**config.mk**
```make
export PLATFORM = sky130hd
export DESIGN_NAME = spatial_pattern_table
export DESIGN_NICKNAME = d
export VERILOG_FILES = /design/src/rtl/spt_pkg.sv /design/src/rtl/spt_keygen.sv /design/src/rtl/spt_store.sv /design/src/rtl/spt_ctrl.sv /design/src/rtl/spatial_pattern_table.sv
export SDC_FILE = /design/constraint.sdc
export NUM_CORES = 1
export LEC_CHECK = 0
export BUFFER_PORTS_ARGS = -buffer_cell sky130_fd_sc_hd__buf_2
export CORE_UTILIZATION = 60
export CTS_CLUSTER_DIAMETER = 60
export DETAILED_ROUTE_END_ITERATION = 10
export PLACE_DENSITY = 0.77
export SETUP_SLACK_MARGIN = 0.4
export SYNTH_ARGS = -nofsm -noshare
export SYNTH_HDL_FRONTEND = slang
export SYNTH_SLANG_ARGS = --single-unit
```
**constraint.sdc**
```tcl
create_clock -name clk -period 6.5 [get_ports clk]
set_input_delay 0.975 -clock clk [delete_from_list [all_inputs] [get_ports clk]]
set_output_delay 0.975 -clock clk [all_outputs]
set_load 0.05 [all_outputs]
```
**src/rtl/spt_pkg.sv**
```systemverilog
package spt_pkg;

  // strobes from control to datapath
  typedef struct packed {
    logic wrEn;   // write tag/pattern/valid of the selected way
    logic ageWr;  // write back recency ages of the update set
    logic lkEn;   // capture a lookup response
  } sptStrobe_t;

endpackage

```
**src/rtl/spt_keygen.sv**
```systemverilog
module spt_keygen #(
  parameter int PC_WIDTH     = 32,
  parameter int PC_ALIGN     = 2,
  parameter int KEY_PC_BITS  = 10,
  parameter int OFFSET_WIDTH = 4,
  parameter int SET_BITS     = 3,
  localparam int KEY_W       = KEY_PC_BITS + OFFSET_WIDTH,
  localparam int TAG_W       = KEY_W - SET_BITS
) (
  input  logic [PC_WIDTH-1:0]     pc,
  input  logic [OFFSET_WIDTH-1:0] offset,
  output logic [SET_BITS-1:0]     setIdx,
  output logic [TAG_W-1:0]        tag
);

  logic [KEY_W-1:0] key;

  // offset in the low bits, PC bits above instruction alignment on top
  assign key    = {pc[PC_ALIGN +: KEY_PC_BITS], offset};
  assign setIdx = key[SET_BITS-1:0];
  assign tag    = key[KEY_W-1:SET_BITS];

endmodule

```
**src/rtl/spt_store.sv**
```systemverilog
module spt_store
  import spt_pkg::*;
#(
  parameter int SET_BITS = 3,
  parameter int WAYS     = 4,
  parameter int TAG_W    = 11,
  parameter int PAT_W    = 16,
  localparam int SETS    = 1 << SET_BITS,
  localparam int AGE_W   = (WAYS > 1) ? $clog2(WAYS) : 1
) (
  input  logic                  clk,
  input  logic                  rstN,
  input  sptStrobe_t            strobe,
  input  logic [WAYS-1:0]       wrWayOh,
  input  logic [WAYS*AGE_W-1:0] nextAges,
  input  logic [SET_BITS-1:0]   upSet,
  input  logic [TAG_W-1:0]      upTag,
  input  logic [PAT_W-1:0]      upPattern,
  input  logic [SET_BITS-1:0]   lkSet,
  input  logic [TAG_W-1:0]      lkTag,
  output logic [WAYS-1:0]       upHitOh,
  output logic [WAYS-1:0]       upValidOh,
  output logic [WAYS*AGE_W-1:0] upAges,
  output logic                  rspValid,
  output logic                  rspHit,
  output logic [PAT_W-1:0]      rspPattern
);

  logic [TAG_W-1:0] tagMem [SETS][WAYS];
  logic [PAT_W-1:0] patMem [SETS][WAYS];
  logic             valMem [SETS][WAYS];
  logic [AGE_W-1:0] ageMem [SETS][WAYS];

  logic [WAYS-1:0]  lkHitOh;
  logic [PAT_W-1:0] lkPatSel;

  // per-way compare for both ports
  for (genvar w = 0; w < WAYS; w++) begin : g_way
    assign upHitOh[w]   = valMem[upSet][w] && (tagMem[upSet][w] == upTag);
    assign upValidOh[w] = valMem[upSet][w];
    assign lkHitOh[w]   = valMem[lkSet][w] && (tagMem[lkSet][w] == lkTag);
    assign upAges[w*AGE_W +: AGE_W] = ageMem[upSet][w];
  end

  always_comb begin
    lkPatSel = '0;
    for (int w = 0; w < WAYS; w++) begin
      lkPatSel = lkPatSel | (patMem[lkSet][w] & {PAT_W{lkHitOh[w]}});
    end
  end

  // valid bits and recency ages, reset to empty with ages = way number
  always_ff @(posedge clk) begin
    if (!rstN) begin
      for (int s = 0; s < SETS; s++) begin
        for (int w = 0; w < WAYS; w++) begin
          valMem[s][w] <= 1'b0;
          ageMem[s][w] <= AGE_W'(w);
        end
      end
    end else begin
      for (int w = 0; w < WAYS; w++) begin
        if (strobe.wrEn && wrWayOh[w]) valMem[upSet][w] <= 1'b1;
        if (strobe.ageWr) ageMem[upSet][w] <= nextAges[w*AGE_W +: AGE_W];
      end
    end
  end

  // tag and pattern storage needs no reset
  always_ff @(posedge clk) begin
    for (int w = 0; w < WAYS; w++) begin
      if (rstN && strobe.wrEn && wrWayOh[w]) begin
        tagMem[upSet][w] <= upTag;
        patMem[upSet][w] <= upPattern;
      end
    end
  end

  // registered lookup response; reads pre-update contents
  always_ff @(posedge clk) begin
    if (!rstN) begin
      rspValid   <= 1'b0;
      rspHit     <= 1'b0;
      rspPattern <= '0;
    end else begin
      rspValid   <= strobe.lkEn;
      rspHit     <= strobe.lkEn && (|lkHitOh);
      rspPattern <= strobe.lkEn ? lkPatSel : '0;
    end
  end

endmodule

```
**src/rtl/spt_ctrl.sv**
```systemverilog
module spt_ctrl
  import spt_pkg::*;
#(
  parameter int WAYS   = 4,
  localparam int AGE_W = (WAYS > 1) ? $clog2(WAYS) : 1
) (
  input  logic                  upValid,
  input  logic                  lkValid,
  input  logic [WAYS-1:0]       upHitOh,
  input  logic [WAYS-1:0]       upValidOh,
  input  logic [WAYS*AGE_W-1:0] upAges,
  output sptStrobe_t            strobe,
  output logic [WAYS-1:0]       wrWayOh,
  output logic [WAYS*AGE_W-1:0] nextAges
);

  localparam logic [AGE_W-1:0] OLDEST = AGE_W'(WAYS - 1);

  logic [WAYS-1:0]  victimOh;
  logic [AGE_W-1:0] selAge;
  logic             anyHit;
  logic             foundFree;

  assign anyHit = |upHitOh;

  // victim: lowest invalid way, else the oldest way
  always_comb begin
    victimOh  = '0;
    foundFree = 1'b0;
    for (int w = 0; w < WAYS; w++) begin
      if (!foundFree && !upValidOh[w]) begin
        victimOh[w] = 1'b1;
        foundFree   = 1'b1;
      end
    end
    if (!foundFree) begin
      for (int w = 0; w < WAYS; w++) begin
        victimOh[w] = (upAges[w*AGE_W +: AGE_W] == OLDEST);
      end
    end
  end

  assign wrWayOh = anyHit ? upHitOh : victimOh;

  // age of the way being written
  always_comb begin
    selAge = '0;
    for (int w = 0; w < WAYS; w++) begin
      selAge = selAge | (upAges[w*AGE_W +: AGE_W] & {AGE_W{wrWayOh[w]}});
    end
  end

  // the written way becomes youngest; younger ways age by one
  always_comb begin
    for (int w = 0; w < WAYS; w++) begin
      if (wrWayOh[w]) begin
        nextAges[w*AGE_W +: AGE_W] = '0;
      end else if (upAges[w*AGE_W +: AGE_W] < selAge) begin
        nextAges[w*AGE_W +: AGE_W] = upAges[w*AGE_W +: AGE_W] + 1'b1;
      end else begin
        nextAges[w*AGE_W +: AGE_W] = upAges[w*AGE_W +: AGE_W];
      end
    end
  end

  always_comb begin
    strobe.wrEn  = upValid;
    strobe.ageWr = upValid;
    strobe.lkEn  = lkValid;
  end

endmodule

```
**src/rtl/spatial_pattern_table.sv**
```systemverilog
module spatial_pattern_table
  import spt_pkg::*;
#(
  parameter int PC_WIDTH     = 32,
  parameter int PC_ALIGN     = 2,
  parameter int KEY_PC_BITS  = 10,
  parameter int OFFSET_WIDTH = 4,
  parameter int SET_BITS     = 3,
  parameter int WAYS         = 4,
  localparam int PAT_W       = 1 << OFFSET_WIDTH,
  localparam int KEY_W       = KEY_PC_BITS + OFFSET_WIDTH,
  localparam int TAG_W       = KEY_W - SET_BITS,
  localparam int AGE_W       = (WAYS > 1) ? $clog2(WAYS) : 1
) (
  input  logic                    clk,
  input  logic                    rstN,
  input  logic                    lkValid,
  input  logic [PC_WIDTH-1:0]     lkPc,
  input  logic [OFFSET_WIDTH-1:0] lkOffset,
  input  logic                    upValid,
  input  logic [PC_WIDTH-1:0]     upPc,
  input  logic [OFFSET_WIDTH-1:0] upOffset,
  input  logic [PAT_W-1:0]        upPattern,
  output logic                    rspValid,
  output logic                    rspHit,
  output logic [PAT_W-1:0]        rspPattern
);

  logic [SET_BITS-1:0]   lkSet, upSet;
  logic [TAG_W-1:0]      lkTag, upTag;
  logic [WAYS-1:0]       upHitOh, upValidOh, wrWayOh;
  logic [WAYS*AGE_W-1:0] upAges, nextAges;
  sptStrobe_t            strobe;

  spt_keygen #(
    .PC_WIDTH(PC_WIDTH), .PC_ALIGN(PC_ALIGN), .KEY_PC_BITS(KEY_PC_BITS),
    .OFFSET_WIDTH(OFFSET_WIDTH), .SET_BITS(SET_BITS)
  ) i_lkKey (
    .pc(lkPc), .offset(lkOffset), .setIdx(lkSet), .tag(lkTag)
  );

  spt_keygen #(
    .PC_WIDTH(PC_WIDTH), .PC_ALIGN(PC_ALIGN), .KEY_PC_BITS(KEY_PC_BITS),
    .OFFSET_WIDTH(OFFSET_WIDTH), .SET_BITS(SET_BITS)
  ) i_upKey (
    .pc(upPc), .offset(upOffset), .setIdx(upSet), .tag(upTag)
  );

  spt_ctrl #(.WAYS(WAYS)) i_ctrl (
    .upValid(upValid), .lkValid(lkValid),
    .upHitOh(upHitOh), .upValidOh(upValidOh), .upAges(upAges),
    .strobe(strobe), .wrWayOh(wrWayOh), .nextAges(nextAges)
  );

  spt_store #(
    .SET_BITS(SET_BITS), .WAYS(WAYS), .TAG_W(TAG_W), .PAT_W(PAT_W)
  ) i_store (
    .clk(clk), .rstN(rstN), .strobe(strobe), .wrWayOh(wrWayOh),
    .nextAges(nextAges), .upSet(upSet), .upTag(upTag), .upPattern(upPattern),
    .lkSet(lkSet), .lkTag(lkTag), .upHitOh(upHitOh), .upValidOh(upValidOh),
    .upAges(upAges), .rspValid(rspValid), .rspHit(rspHit),
    .rspPattern(rspPattern)
  );

endmodule

```
==> impl_results.rst <==
.. list-table::
   :header-rows: 1

   * - Metric
     - Value
   * - Number of ports placed on the die boundary
     - 110
   * - Final Hold Fails
     - 0
   * - Clock latency on the worst-skew pair
     - 0.67 ns
   * - Count of standard-cell rows
     - 96
   * - Routed via count
     - roughly 24,000
   * - Result of the run
     - completed
   * - Number of detailed-route iterations in the first pass
     - 6
   * - Flip-flop cell with the highest count after synthesis
     - sky130_fd_sc_hd__edfxtp_1
   * - Total CTS buffers
     - just under 100
   * - Setup tns final
     - 0 ns
   * - Layout cells sized above 1
     - 0.273
   * - Setup repair after global routing missed its margin
     - false
   * - Class of the most critical setup path
     - primary input to register
   * - Clock sink total
     - 978
   * - Commonest non-fill, non-tap cells in the layout
     - 928 x sky130_fd_sc_hd__edfxtp_1, 274 x sky130_fd_sc_hd__mux4_2, 202 x sky130_fd_sc_hd__mux2i_1
   * - Top area cells in the synthesized netlist
     - sky130_fd_sc_hd__edfxtp_1 66%, sky130_fd_sc_hd__mux4_2 15%, sky130_fd_sc_hd__mux2i_1 4.8%
   * - Total gr overflow
     - 0
   * - Crit path DAT
     - around 6.0 ns
   * - Hold-fix buffer count after cts
     - 0
   * - Count of mapped cells out of synthesis
     - around 2,300
   * - Antenna violations before repair
     - 2
   * - Register bit total from synthesis
     - between 900 and 1,000
   * - Final layout net count
     - between 2,000 and 3,000
   * - Area fraction of the dominant cell type after synthesis
     - 0.663
   * - Cells along the critical path
     - buf_6 > buf_4 > nor2_1 > buf_4 > a221o_1 > a221oi_1 > inv_1 > ha_1 > nand3_1 > nand2_1 > o211ai_1 > nor2_1 > nor2_2 > o22ai_1 > nor2_1 > ha_1 > inv_1 > o21ai_0 > a32o_1 > a41oi_1 > buf_4 > a21oi_1
   * - Syn nets
     - between 2,000 and 2,500
   * - Clock tree from TritonCTS
     - built
   * - Global placer's final weighted congestion
     - ~0.90
   * - Worst hold slack across all endpoints
     - 0.476 ns
   * - Via/cell ratio
     - ~7.0
   * - Full die area
     - just over 70,000 µm²
   * - Worst-case clock buffer depth
     - 3
   * - Layer with the highest usage after global routing
     - met2
   * - Slew headroom
     - 0.227
   * - Die W
     - between 200 and 300 µm
   * - Data required, critical path
     - 6.88 ns
   * - CTS clk-pin slew, worst paths
     - roughly 0.06 ns
   * - Quantity of I/O buffers inserted on ports
     - 65
   * - Final setup fails
     - 0
   * - Die Ht
     - about 270 µm
   * - Async set-reset flop share out of synthesis
     - 0
   * - Starting density of the core
     - 0.610
   * - Total Routed Length
     - about 110,000 µm
   * - First-pass GRT wire length
     - ~160,000 µm
   * - Largest incremental delay on the critical path
     - ~0.74 ns
   * - Critical path endpoint category
     - register
   * - Most common library cell in the layout ignoring fill and taps
     - sky130_fd_sc_hd__edfxtp_1
   * - Worst voltage drop across the vdd grid
     - 0.226 mV
   * - Number of synthesis warnings
     - 0
   * - Number of remaining DRC errors
     - 0
   * - GRT met1 Usage
     - 0.443
   * - Number of buffers inserted by post-CTS setup repair
     - 0
   * - Met3 Track Usage GR
     - 0.0695
   * - Clock skew
     - 0.0370 ns
   * - Root cell of the clock tree
     - sky130_fd_sc_hd__clkbuf_16
   * - Crit path max-delay family
     - compound AO/OA/AOI/OAI gates
   * - Number of max-cap violations
     - 0
   * - Part of the cycle the worst path needs
     - 0.858
   * - Type of the most critical hold path
     - register to register
   * - Buffering stage count on the worst path with inverters included
     - 6
   * - Distinct cells, synth
     - just over 80
   * - EDFF count, synth
     - a little over 900
   * - Number of levels in the clock H-tree
     - 3
   * - Area added between synthesis and finish
     - 12.5%
   * - Power per Cell Area
     - around 280 nW/µm²
   * - WL per Instance
     - about 33 µm
   * - Mean post-synth cell area
     - ~19 µm²
   * - Leak pwr
     - roughly 16 nW
   * - Fin util
     - 0.686
   * - Master of the slowest instance on the critical path
     - sky130_fd_sc_hd__a221oi_1
   * - Kind of start point of the critical path
     - primary input
   * - Sequential share of the synthesized area
     - 0.687
   * - Remaining number of nets flagged by the antenna check after routing
     - 0
   * - Tmin final
     - 5.58 ns
   * - Library cell occupying the most area in the post-synthesis netlist
     - sky130_fd_sc_hd__edfxtp_1
   * - Global Route met2 Usage
     - 0.505
   * - Worst Tran Pin Value
     - about 1.1 ns
   * - Global routing usage summed across all routing layers
     - 0.324
   * - Drt initial violations
     - 3,122
   * - Number of global-route vias before repair
     - around 24,000
   * - Post-detail-place hpwl
     - roughly 67,000 µm
   * - Final-report max-slew violation count
     - 0
   * - Post-CTS resize count
     - 0
   * - Max frequency
     - ~180 MHz
   * - Area of the mapped netlist
     - 42,000 µm²
   * - CP max FO
     - between 50 and 60
   * - Area of the core region
     - approximately 69,000 µm²
   * - Maximum number of pins on one net before global-route repair
     - 104
per-stage QoR:
step / instance area, µm² / std cells / power [W] / setup WS, ns
finish: 47300 / 3415 / 0.0134 / 0.922
floorplan: 42000 / 2255 / 0.00767 / 0.749
global placement: 44200 / 3233 / 0.00798 / 0.379
global route: 47300 / 3415 / 0.0137 / 0.640
CTS: 47300 / 3414 / 0.0134 / 1.04
detailed placement: 44200 / 3233 / 0.00801 / 0.427
sequential cells by signal, indices dropped and copies added (netlist names):
signal and cells:
i_store.valMem 32, i_store.rspValid 1, i_store.ageMem 64, i_store.patMem 512
i_store.tagMem 352, i_store.rspPattern 16, i_store.rspHit 1
synthesized netlist by cell type, types with 5 or more instances:
| master | number |
|---|---|
| sky130_fd_sc_hd__edfxtp_1 | 928 |
| sky130_fd_sc_hd__mux4_2 | 274 |
| sky130_fd_sc_hd__mux2i_1 | 202 |
| sky130_fd_sc_hd__nand2_1 | 95 |
| sky130_fd_sc_hd__nor2_1 | 91 |
| sky130_fd_sc_hd__clkbuf_1 | 75 |
| sky130_fd_sc_hd__xnor2_1 | 64 |
| sky130_fd_sc_hd__dfxtp_1 | 50 |
| sky130_fd_sc_hd__o22ai_1 | 42 |
| sky130_fd_sc_hd__a21o_1 | 32 |
| sky130_fd_sc_hd__a21oi_1 | 28 |
| sky130_fd_sc_hd__a22oi_1 | 28 |
| sky130_fd_sc_hd__buf_2 | 26 |
| sky130_fd_sc_hd__buf_1 | 23 |
| sky130_fd_sc_hd__o21ai_0 | 20 |
| sky130_fd_sc_hd__mux2_2 | 19 |
| sky130_fd_sc_hd__nor3_1 | 19 |
| sky130_fd_sc_hd__inv_1 | 16 |
| sky130_fd_sc_hd__xor2_1 | 16 |
| sky130_fd_sc_hd__a221oi_1 | 15 |
| sky130_fd_sc_hd__a22o_1 | 13 |
| sky130_fd_sc_hd__nand4_1 | 13 |
| sky130_fd_sc_hd__buf_4 | 11 |
| sky130_fd_sc_hd__nand3_1 | 11 |
| sky130_fd_sc_hd__or3_1 | 10 |
| sky130_fd_sc_hd__and3_1 | 9 |
| sky130_fd_sc_hd__nor4_1 | 9 |
| sky130_fd_sc_hd__a211oi_1 | 8 |
| sky130_fd_sc_hd__ha_1 | 8 |
| sky130_fd_sc_hd__o2111ai_1 | 8 |
| sky130_fd_sc_hd__and2_1 | 6 |
| sky130_fd_sc_hd__nand2b_1 | 6 |
| sky130_fd_sc_hd__a221o_1 | 5 |
| sky130_fd_sc_hd__nor2b_1 | 5 |
worst register-to-register path: stages (launching register included):
cell	delay, ns
sky130_fd_sc_hd__edfxtp_1	0.40
sky130_fd_sc_hd__mux4_2	0.48
sky130_fd_sc_hd__mux2i_1	0.24
sky130_fd_sc_hd__xor2_1	0.30
sky130_fd_sc_hd__nand4_1	0.12
sky130_fd_sc_hd__or3_1	0.32
sky130_fd_sc_hd__or4_1	0.68
sky130_fd_sc_hd__and3_1	0.27
sky130_fd_sc_hd__o21ai_0	0.15
sky130_fd_sc_hd__o21ai_0	0.10
sky130_fd_sc_hd__nor2_1	0.33
sky130_fd_sc_hd__ha_1	0.31
sky130_fd_sc_hd__inv_1	0.12
sky130_fd_sc_hd__o21ai_0	0.11
sky130_fd_sc_hd__a32o_1	0.24
sky130_fd_sc_hd__a41oi_1	0.16
sky130_fd_sc_hd__buf_4	0.19
sky130_fd_sc_hd__a21oi_1	0.08
path summary, 6_finish.rpt:
check | startpoint | end | slack [ns] | cells past startpoint
worst min register to register | i_store.valMem[5][1]$_DFF_P_ | i_store.valMem[5][1]$_DFF_P_ | 0.48 | 1
worst max-delay path | upOffset[2] | i_store.ageMem[5][7]$_SDFFCE_PN0P_ | 0.92 | 22
worst max register to register | i_store.tagMem[5][16]$_DFFE_PP_ | i_store.ageMem[5][7]$_SDFFCE_PN0P_ | 1.60 | 17
worst min-delay path | i_store.valMem[5][1]$_DFF_P_ | i_store.valMem[5][1]$_DFF_P_ | 0.48 | 1
report_power, final:
part	internal, W	switching [W]	leakage [nW]
logic	0.000368	0.000594	5.46
clock network	0.00309	0.00241	1.54
registers	0.00692	0.0000108	8.74
cells by family (layout without fill, tap and decap cells):
| family | count (synthesis) | in the layout | share of synthesized area |
|---|---|---|---|
| flip-flops | 978 | 978 | 0.687 |
| adder cells (fa/ha/maj) | 8 | 8 | 0.00238 |
| other | 0 | 1 | 0 |
| XOR/XNOR | 80 | 80 | 0.0167 |
| multiplexers | 497 | 497 | 0.201 |
| AND/OR/NAND/NOR | 294 | 294 | 0.0330 |
| AO/OA/AOI/OAI | 239 | 239 | 0.0427 |
| buffers and inverters | 159 | 387 | 0.0171 |
layer usage:
layer	up-vias	wire, µm
li1	9607	-
met1	12300	41200
met2	1647	52800
met3	329	13000
met4	2	5700
met5	-	10
layout make-up:
| class | instances | area [µm²] |
|---|---|---|
| multi-input cells | 1118 | 12700 |
| clock inverters | 64 | 573 |
| repair buffers | 187 | 1380 |
| clock buffers | 117 | 2540 |
| fillers | 4379 | 21700 |
| inverters | 19 | 71.3 |
| flip-flops and latches | 978 | 28900 |
| diodes | 1 | 2.50 |
| well taps | 931 | 1160 |
Power figures use the tool's default switching activity.
